`config.mk`:
```
export PLATFORM = sky130hd
export DESIGN_NAME = xf2int_cvt
export DESIGN_NICKNAME = d
export VERILOG_FILES = /design/src/rtl/xf2i_pkg.sv /design/src/rtl/xf2i_unpack.sv /design/src/rtl/xf2i_round.sv /design/src/rtl/xf2i_select.sv /design/src/rtl/xf2int_cvt.sv
export SDC_FILE = /design/constraint.sdc
export NUM_CORES = 1
export LEC_CHECK = 0
export ABC_AREA = 1
export CORE_MARGIN = 3
export CORE_UTILIZATION = 35
export CTS_BUF_LIST = sky130_fd_sc_hd__clkbuf_16
export DETAILED_ROUTE_END_ITERATION = 16
export PLACE_DENSITY = 0.59
export SLEW_MARGIN = 40
export SYNTH_ARGS = -nofsm -noshare
export SYNTH_HDL_FRONTEND = slang
export SYNTH_SLANG_ARGS = --single-unit
```
`constraint.sdc`:
```
create_clock -name clk -period 9.3 [get_ports clk]
set_input_delay 1.86 -clock clk [delete_from_list [all_inputs] [get_ports clk]]
set_output_delay 1.86 -clock clk [all_outputs]
set_load 0.1 [all_outputs]
```
`src/rtl/xf2i_pkg.sv`:
```
package xf2i_pkg;
  typedef enum logic [1:0] {
    RM_NEAR = 2'b00,
    RM_DOWN = 2'b01,
    RM_UP   = 2'b10,
    RM_ZERO = 2'b11
  } rmode_e;

  typedef enum logic [1:0] {
    CL_ZERO   = 2'b00,
    CL_DENORM = 2'b01,
    CL_NORMAL = 2'b10,
    CL_BAD    = 2'b11
  } fclass_e;

  localparam int EXP_BIAS = 16383;
  localparam int EXP_W    = 17;
endpackage

```
`src/rtl/xf2i_unpack.sv`:
```
module xf2i_unpack
  import xf2i_pkg::*;
(
  input  logic [79:0]              val,
  output logic                     sign,
  output fclass_e                  cls,
  output logic signed [EXP_W-1:0]  exp_unb,
  output logic [63:0]              mant
);
  logic [14:0] ef;

  always_comb begin
    sign    = val[79];
    ef      = val[78:64];
    mant    = val[63:0];
    exp_unb = $signed({2'b00, ef}) - 17'sd16383;
    if (ef == 15'd0)
      cls = (mant == 64'd0) ? CL_ZERO : CL_DENORM;
    else if (ef == 15'h7FFF || !mant[63])
      cls = CL_BAD;
    else
      cls = CL_NORMAL;
  end
endmodule

```
`src/rtl/xf2i_round.sv`:
```
module xf2i_round
  import xf2i_pkg::*;
(
  input  logic                     sign,
  input  logic signed [EXP_W-1:0]  exp_unb,
  input  logic [63:0]              mant,
  input  rmode_e                   rm,
  input  logic                     chop,
  output logic [63:0]              mag,
  output logic                     inexact,
  output logic                     incr
);
  logic [127:0] wide;
  logic [6:0]   sh;
  logic         far;
  logic [63:0]  ipart;
  logic         guard, sticky, up_r;

  always_comb begin
    far = (exp_unb < -17'sd1);
    if (exp_unb > 17'sd63)
      sh = 7'd0;
    else if (far)
      sh = 7'd64;
    else
      sh = 7'(17'sd63 - exp_unb);
    wide   = {mant, 64'd0} >> sh;
    ipart  = far ? 64'd0 : wide[127:64];
    guard  = far ? 1'b0 : wide[63];
    sticky = far ? 1'b1 : (|wide[62:0]);
    inexact = guard | sticky;
    unique case (rm)
      RM_NEAR: up_r = guard & (sticky | ipart[0]);
      RM_DOWN: up_r = sign & inexact;
      RM_UP:   up_r = !sign & inexact;
      default: up_r = 1'b0;
    endcase
    incr = !chop & up_r;
    mag  = ipart + {63'd0, incr};
  end
endmodule

```
`src/rtl/xf2i_select.sv`:
```
module xf2i_select
  import xf2i_pkg::*;
#(
  parameter int N = 16
) (
  input  logic                     sign,
  input  fclass_e                  cls,
  input  logic signed [EXP_W-1:0]  exp_unb,
  input  logic [63:0]              mant,
  input  logic [63:0]              mag,
  input  logic                     inexact,
  input  logic                     incr,
  input  rmode_e                   rm,
  input  logic                     chop,
  input  logic                     im,
  input  logic                     pm,
  output logic [N-1:0]             res,
  output logic                     wr,
  output logic                     inv,
  output logic                     prec,
  output logic                     c1,
  output logic                     err,
  output logic                     top_set
);
  localparam logic signed [EXP_W-1:0] LIM_STD = EXP_W'(N - 2);
  localparam logic signed [EXP_W-1:0] LIM_W16 = 17'sd30;
  localparam logic signed [EXP_W-1:0] E_TOP   = EXP_W'(N - 1);
  localparam logic signed [EXP_W-1:0] E_31    = 17'sd31;
  localparam int          LOW_W    = 65 - N;
  localparam logic [63:0] BIT63    = 64'h8000_0000_0000_0000;
  localparam logic [63:0] NEAR_LIM = BIT63 | (64'd1 << LOW_W);
  localparam logic [63:0] LOW_MASK = (64'd1 << LOW_W) - 64'd1;
  localparam logic [63:0] WIN16    = 64'h8000_1000_0000_0000;
  localparam logic [N-1:0] MINV    = {1'b1, {(N-1){1'b0}}};

  logic          odd16;
  logic [N-1:0]  indef;
  logic signed [EXP_W-1:0] lim;
  logic          ovf, min_cond, bad;

  generate
    if (N == 16) begin : g_w16
      assign odd16 = chop;
      assign indef = chop ? '0 : MINV;
    end else begin : g_wide
      assign odd16 = 1'b0;
      assign indef = MINV;
    end
  endgenerate

  always_comb begin
    lim = odd16 ? LIM_W16 : LIM_STD;
    ovf = !chop && (|mag[63:N-1]);
    if (N < 64 && (chop || rm != RM_DOWN))
      min_cond = mant < NEAR_LIM;
    else
      min_cond = mant == BIT63;
    res  = '0;
    wr   = 1'b1;
    prec = 1'b0;
    c1   = 1'b0;
    bad  = 1'b0;
    unique case (cls)
      CL_ZERO:   res = '0;
      CL_DENORM: prec = 1'b1;
      CL_BAD:    bad = 1'b1;
      default: begin
        if (exp_unb <= lim) begin
          if (ovf) begin
            if (sign) begin
              res  = MINV;
              prec = inexact;
              c1   = incr;
            end else begin
              bad = 1'b1;
            end
          end else begin
            res  = sign ? ({N{1'b0}} - mag[N-1:0]) : mag[N-1:0];
            prec = inexact;
            c1   = incr;
          end
        end else if (sign && exp_unb == E_TOP && min_cond) begin
          res  = MINV;
          prec = |(mant & LOW_MASK);
        end else if (odd16 && sign && exp_unb == E_31 && mant < WIN16) begin
          res  = '0;
          prec = |(mant & LOW_MASK);
        end else begin
          bad = 1'b1;
        end
      end
    endcase
    inv = bad;
    if (bad) begin
      prec = 1'b0;
      c1   = 1'b0;
      if (im) begin
        res = indef;
      end else begin
        res = '0;
        wr  = 1'b0;
      end
    end
    top_set = inv & !im;
    err     = top_set | (prec & !pm);
  end
endmodule

```
`src/rtl/xf2int_cvt.sv`:
```
module xf2int_cvt
  import xf2i_pkg::*;
#(
  parameter int INT_W = 16
) (
  input  logic              clk,
  input  logic              rst_n,
  input  logic              in_valid,
  output logic              in_ready,
  input  logic [79:0]       in_value,
  input  logic [1:0]        in_rmode,
  input  logic              in_chop,
  input  logic              in_inv_mask,
  input  logic              in_prec_mask,
  output logic              out_valid,
  input  logic              out_ready,
  output logic [INT_W-1:0]  out_int,
  output logic              out_wr,
  output logic              out_inv,
  output logic              out_prec,
  output logic              out_c1,
  output logic              out_err,
  output logic              out_busy,
  output logic              out_top_set,
  output logic [2:0]        out_top
);
  logic                    sgn;
  fclass_e                 cls;
  logic signed [EXP_W-1:0] eu;
  logic [63:0]             mant, mag;
  logic                    inexact, incr;
  rmode_e                  rm;
  logic [INT_W-1:0]        n_res;
  logic                    n_wr, n_inv, n_prec, n_c1, n_err, n_top;
  logic                    accept;

  assign rm = rmode_e'(in_rmode);

  xf2i_unpack u_unpack (
    .val(in_value), .sign(sgn), .cls(cls), .exp_unb(eu), .mant(mant)
  );

  xf2i_round u_round (
    .sign(sgn), .exp_unb(eu), .mant(mant), .rm(rm), .chop(in_chop),
    .mag(mag), .inexact(inexact), .incr(incr)
  );

  xf2i_select #(.N(INT_W)) u_select (
    .sign(sgn), .cls(cls), .exp_unb(eu), .mant(mant), .mag(mag),
    .inexact(inexact), .incr(incr), .rm(rm), .chop(in_chop),
    .im(in_inv_mask), .pm(in_prec_mask),
    .res(n_res), .wr(n_wr), .inv(n_inv), .prec(n_prec), .c1(n_c1),
    .err(n_err), .top_set(n_top)
  );

  assign in_ready = !out_valid || out_ready;
  assign accept   = in_valid && in_ready;

  always_ff @(posedge clk) begin
    if (!rst_n) begin
      out_valid   <= 1'b0;
      out_int     <= '0;
      out_wr      <= 1'b0;
      out_inv     <= 1'b0;
      out_prec    <= 1'b0;
      out_c1      <= 1'b0;
      out_err     <= 1'b0;
      out_busy    <= 1'b0;
      out_top_set <= 1'b0;
      out_top     <= 3'd0;
    end else if (accept) begin
      out_valid   <= 1'b1;
      out_int     <= n_res;
      out_wr      <= n_wr;
      out_inv     <= n_inv;
      out_prec    <= n_prec;
      out_c1      <= n_c1;
      out_err     <= n_err;
      out_busy    <= n_err;
      out_top_set <= n_top;
      out_top     <= n_top ? 3'd7 : 3'd0;
    end else if (out_ready) begin
      out_valid   <= 1'b0;
    end
  end
endmodule

```
== Yosys cells after proc, flatten, opt, wreduce, memory -nomap -nowiden ==
Index checks and enable logic that the tools add are counted.
Storage, ports and cells
  output and inout bits: 28
  input port bits: 89
  logic and storage cells: 107
  register bits after elaboration: 26
Cells by class
  muxes and demuxes: 43
  bitwise gates (word level): 9
  eq/ne operators: 9
  shift operators: 1
  add/subtract/negate cells: 4
  reductions and logical operators: 27
  order comparisons: 5
Operator list (count)
  $mux W16: 9
  $lt A64 B64 Y1 const B: 2
  $shr A128 B7 Y128: 1
  $reduce_or A49 Y1: 2
  $add A64 B1 Y64: 1
  $eq A64 B64 Y1 const B: 1
  $logic_not A64 Y1: 1
  $mux W64: 1
  $reduce_or A63 Y1: 1
  $mux W1: 25
  $eq A16 B5 Y1 const B: 1
  $eq A16 B6 Y1 const B: 1
  $gt A16 B7 Y1 const B: 1
  $le A16 B6 Y1: 1
  $lt A16 B1 Y1 const B: 1
  $sub A1 B16 Y16 const A: 1
  $sub A15 B14 Y16 const B: 1
  $eq A15 B15 Y1 const B: 1
  $logic_not A15 Y1: 1
  $mux W7: 2
  $logic_and A1 B1 Y1: 7
  $sub A7 B7 Y7 const A: 1
  $and A1 B1 Y1: 6
  $logic_not A1 Y1: 6
  other kinds (14): 23

== Depth between registers and ports, before layout ==
  word-level depth: 20
  mapped depth: 58
  mapped depth without buffers: 56

== Cells and area by module ==
A second synthesis with hierarchy kept.
Unflattened totals
  cell total of the unflattened synthesis: 2619
  area, all modules: 13196.4 um^2
By module, submodules not included
  xf2i_round: seq. area each 0.0 um^2, cells each 1979, times used 1, area an instance 9580.4 um^2
  xf2i_select: seq. area each 0.0 um^2, cells each 288, times used 1, area an instance 1363.8 um^2
  xf2i_unpack: seq. area each 0.0 um^2, cells each 200, times used 1, area an instance 1151.1 um^2
  xf2int_cvt: seq. area each 460.4 um^2, cells each 152, times used 1, area an instance 1101.1 um^2

== Least setup slack after synthesis ==
OpenSTA, ideal clock, no wires.
  path type: input port to flip-flop
  from: input port in_value[64]
  to: register out_int[5]
  slack: 1.749 ns
  library setup time: 0.067 ns
  data required time: 9.233 ns
  stages: 45
  path buffers: 5
  data arrival time: 7.483 ns
  cell sequence: ha_1 -> nand2_2 -> inv_2 -> nor2_4 -> nand3_1 -> nor2_1 -> nand3_1 -> nor2_1 -> nand2_1 -> nand2_2 -> buf_6 -> nand2_4 -> nor2_2 -> clkbuf_1 -> clkbuf_1 -> buf_1 -> mux2i_1 -> nor2_1 -> [9 not listed] -> ha_1 -> ha_1 -> inv_1 -> nor2_1 -> nand2_2 -> nor2_4 -> nand2_1 -> nor2_1 -> nand3_1 -> xnor2_1 -> nor2_1 -> nand3_1 -> nor2_2 -> nand2_2 -> a21oi_4 -> buf_6 -> nand3_1 -> a21oi_2
Between the ends
  cells in the longest elaborated chain, start to end: 18
  elaborated cells on any way between the ends: 49
  those cells by class: add/sub (4); order compare (3); eq/ne (5); shift (1); mux (18); bitwise (6); reduce/logical (12)
RTL lines
  from (decl): line xf2int_cvt.sv:10  | input logic [79:0] in_value,
  $sub A15 B14 Y16: line xf2i_unpack.sv:16  | exp_unb = $signed({2'b00, ef}) - 17'sd16383;
  $lt A16 B1 Y1 / $sub A7 B7 Y7 (equally long branches): line xf2i_round.sv:20, xf2i_round.sv:26
  $mux W7: line xf2i_round.sv:23  | else if (far)
  $mux W7: line xf2i_round.sv:21  | if (exp_unb > 17'sd63)
  $shr A128 B7 Y128: line xf2i_round.sv:27  | wide = {mant, 64'd0} >> sh;
  $reduce_or A63 Y1: line xf2i_round.sv:30  | sticky = far ? 1'b1 : (|wide[62:0]);
  $mux W1: line xf2i_round.sv:30
  $or A1 B1 Y1, on equally long branches: line xf2i_round.sv:31, xf2i_round.sv:33
  [2 not listed]
  $and A1 B1 Y1: line xf2i_round.sv:38  | incr = !chop & up_r;
  $add A64 B1 Y64: line xf2i_round.sv:39  | mag = ipart + {63'd0, incr};
  $sub A1 B16 Y16 / $reduce_or A49 Y1 (equally long branches): line xf2i_select.sv:78, xf2i_select.sv:53
  $mux W16 / $logic_and A1 B1 Y1 (equally long branches): line xf2i_select.sv:78, xf2i_select.sv:53
  $mux W16 / $mux W1 (equally long branches): line xf2i_select.sv:69  | if (ovf) begin
  $mux W16 / $mux W1 (equally long branches): line xf2i_select.sv:68  | if (exp_unb <= lim) begin
  $mux W16 / $pmux W1 S2 (equally long branches): line xf2i_select.sv:63  | unique case (cls)
  $mux W16 (*): line xf2i_select.sv:94  | if (bad) begin
  to (signal assigned): line xf2int_cvt.sv:73  | out_int <= n_res;
  to (decl): line xf2int_cvt.sv:17  | output logic [INT_W-1:0] out_int,
Every way passes the cells marked *; elsewhere a longest branch is shown, timed or not.
A chain may end at the register's enable or synchronous reset.

== Final worst setup path ==
  from: input port in_value[65]
  to: register out_int[1]
The elaborated chain is that of the path after synthesis.

==> impl_metrics.tcl <==
set metrics [dict create \
    syn-num-nets 2693 \
    worstSetupPathType "primary input to flop" \
    drt_iter0_drc 2551 \
    synth_top_area_share_pct 28.3 \
    mostFrequentLayoutCell "nand2_1" \
    yosys.area.top_type "nand3_1" \
    finClkSkew_ps 1.56 \
    htree_levels 1 \
    cts_tree "done" \
    arrival_ps 8940 \
    die_h_um 195 \
    vias_per_cell 5.89 \
    ant_nets 0 \
    ys.flop_type "dfxtp_1" \
    vias 18500 \
    setup_viol 0 \
    drv_slew 0 \
    grt_max_degree 85 \
    final_nets 2777 \
    netlist_area_um2 12500 \
    grtUsageTotal_pct 33.1 \
    hold_violations 0 \
    synth-edff-count 0 \
    port-buffer-count 116 \
    r2r-start "out_valid" \
    async_flop_share_pct 0 \
    grt_antenna_before_repair 0 \
    cts-root-buf "clkbuf_16" \
    crit_top_cell "nand2_1" \
    ir_worst_vdd_uv 123 \
    synthToLayoutAreaGrowth_pct 18.7 \
    min_from "out_int[8]" \
    routed_wl_um 68800 \
    final_cell_mix "nand2_1 (817), nand3_1 (699), nor2_1 (258), inv_1 (173), nand4_1 (126)" \
    gr-total-overflow 0 \
    cts.clk_slew.worst_paths_ps 60 \
    syn_avg_cell_area_um2 4.83 \
    setup.worst_path.start "in_value[65]" \
    fmax_mhz 114 \
    synthTopCellsByArea "nand3_1 (28%), nand2_1 (25%), nor2_1 (7.9%)" \
    met3_wirelength_um 6930 \
    tns_ps 0 \
    finalCriticalPeriod_ps 8760 \
    relSlewSlack_pct 40.2 \
    cts_max_path_buffers 2 \
    start_util_pct 35.9 \
    cp_max_fo 15 \
    post_drt_wl_per_cell_um 21.9 \
    cts_made_buffers 3 \
    cp_data_required_time_ps 9480 \
    holdWs_ps 460 \
    synth_warnings 0 \
    synth_cell_types 55 \
    max_stage_delay_ps 430 \
    cts_hold_buf 0 \
    start_kind "primary input" \
    met2_length_um 30100 \
    grt_first_pass_wirelength_um 100000 \
    die-width_um 195 \
    max_cap_violations 0 \
    fp-row-count 68 \
    hpwl_um 55200 \
    top_layer_used "met4" \
    core_area_um2 35000 \
    grt_pass1_vias 16500 \
    status "completed" \
    netlist_instances 2596 \
    dieArea_um2 38100 \
    synth_seq_cells 23 \
    end_kind "flop" \
    period_share_pct 94.2 \
    tightest_slew_ps 897 \
    met1_length_um 30600 \
    drive_above_1_share_pct 10.8 \
    drcViolationCount 0 \
    clock_latency_ps 250 \
    yosysSeqAreaShare_pct 3.67 \
    cts_sinks 23 \
    cp_slowest_cell "clkdlybuf4s50_1" \
    diodes 0 \
    p_per_area_nw_per_um2 76.5 \
    io_pins 117 \
    p_leak_nw 6.89 \
    firstDrtPassIters 6 \
    hold_class "flop to flop" \
    gp_congestion 1.07 \
]
-- worst paths after layout --
kind / end / cells after the start / slack, ps
min: out_int[8] / 2 / 460
max reg2reg: out_int[1] / 8 / 7300
min reg2reg: out_int[8] / 2 / 460
max: out_int[1] / 52 / 540
-- Yosys cell counts, types with 20 or more instances --
| master | number |
|---|---|
| buf_1 | 22 |
| dfxtp_1 | 23 |
| inv_2 | 31 |
| clkbuf_1 | 44 |
| nor2_1 | 263 |
| buf_2 | 46 |
| nor4_1 | 20 |
| inv_1 | 173 |
| nand2_1 | 824 |
| buf_4 | 23 |
| nand3_1 | 709 |
| a21oi_1 | 50 |
| nor2_2 | 20 |
| o21ai_0 | 25 |
| nand2_2 | 22 |
| nand4_1 | 126 |
| nor3_1 | 30 |
-- sequential cells by signal, summed over array words and instances, names as in the netlist --
| signal | count |
|---|---|
| out_int | 16 |
| out_wr | 1 |
| out_busy | 1 |
| out_valid | 1 |
| out_inv | 1 |
| out_prec | 1 |
| out_c1 | 1 |
| out_top | 1 |
-- critical path: cells and delay by family --
kind	cells	cell delay [ps]
buf+inv	8	1400
simple gates	35	4220
fa+ha+maj	3	640
compound gates	6	750
-- per-layer routing --
metal	vias to the layer above	GRT usage, %
li1	8872	-
met3	86	3.19
met1	8547	48.1
met5	-	0
met2	956	53.9
met4	0	4.91
-- power breakdown --
group	internal (W)	switching, W	leakage [nW]
logic	0.000278	0.000665	6.66
registers	0.000102	0.00000193	0.187
clock network	0.0000577	0.0000335	0.0409
-- area by class of cell --
cell class | instances | area, um^2
inverters | 210 | 793
clock buffers | 3 | 75.1
well taps | 455 | 569
flip-flops and latches | 23 | 460
clock inverters | 1 | 5.00
multi-input cells | 2221 | 10800
repair buffers | 221 | 2190
fillers | 4016 | 20100
-- kinds of logic (layout without fill, tap and decap cells) --
kind of cell / Yosys count / after routing / synth area share, %
muxes: 1 / 1 / 0.0798
and+or+nand+nor: 2066 / 2068 / 75.6
xor gates and xnor gates: 29 / 29 / 2.18
buffers and inverters: 354 / 435 / 12.3
DFF: 23 / 23 / 3.67
adders and majority gates: 8 / 8 / 0.798
AOI/OAI and AO/OA: 115 / 115 / 5.39
-- repair_timing --
| action | 4_1_cts | 5_1_grt |
|---|---|---|
| setup buffers | 0 | 9 |
| pin swaps | 0 | 9 |
| resized for setup | 1 | 54 |
| gates cloned | 0 | 16 |
| setup endpoints to repair | 2 | 22 |
-- stage by stage --
stage / setup slack, ps / cell area, um^2 / utilization, % / power (W) / instances
2_1_floorplan: 1750 / 12500 / - / 0.000675 / 2596
3_3_place_gp: -198 / 14300 / 41.0 / 0.000994 / 3105
3_5_place_dp: -220 / 14200 / 40.6 / 0.000988 / 3105
4_1_cts: 106 / 14300 / 40.9 / 0.00108 / 3109
5_1_grt: -46.8 / 14900 / 42.6 / 0.00122 / 3134
6_report: 542 / 14900 / 42.6 / 0.00114 / 3134
No activity file was read; power rests on OpenSTA's default activity.
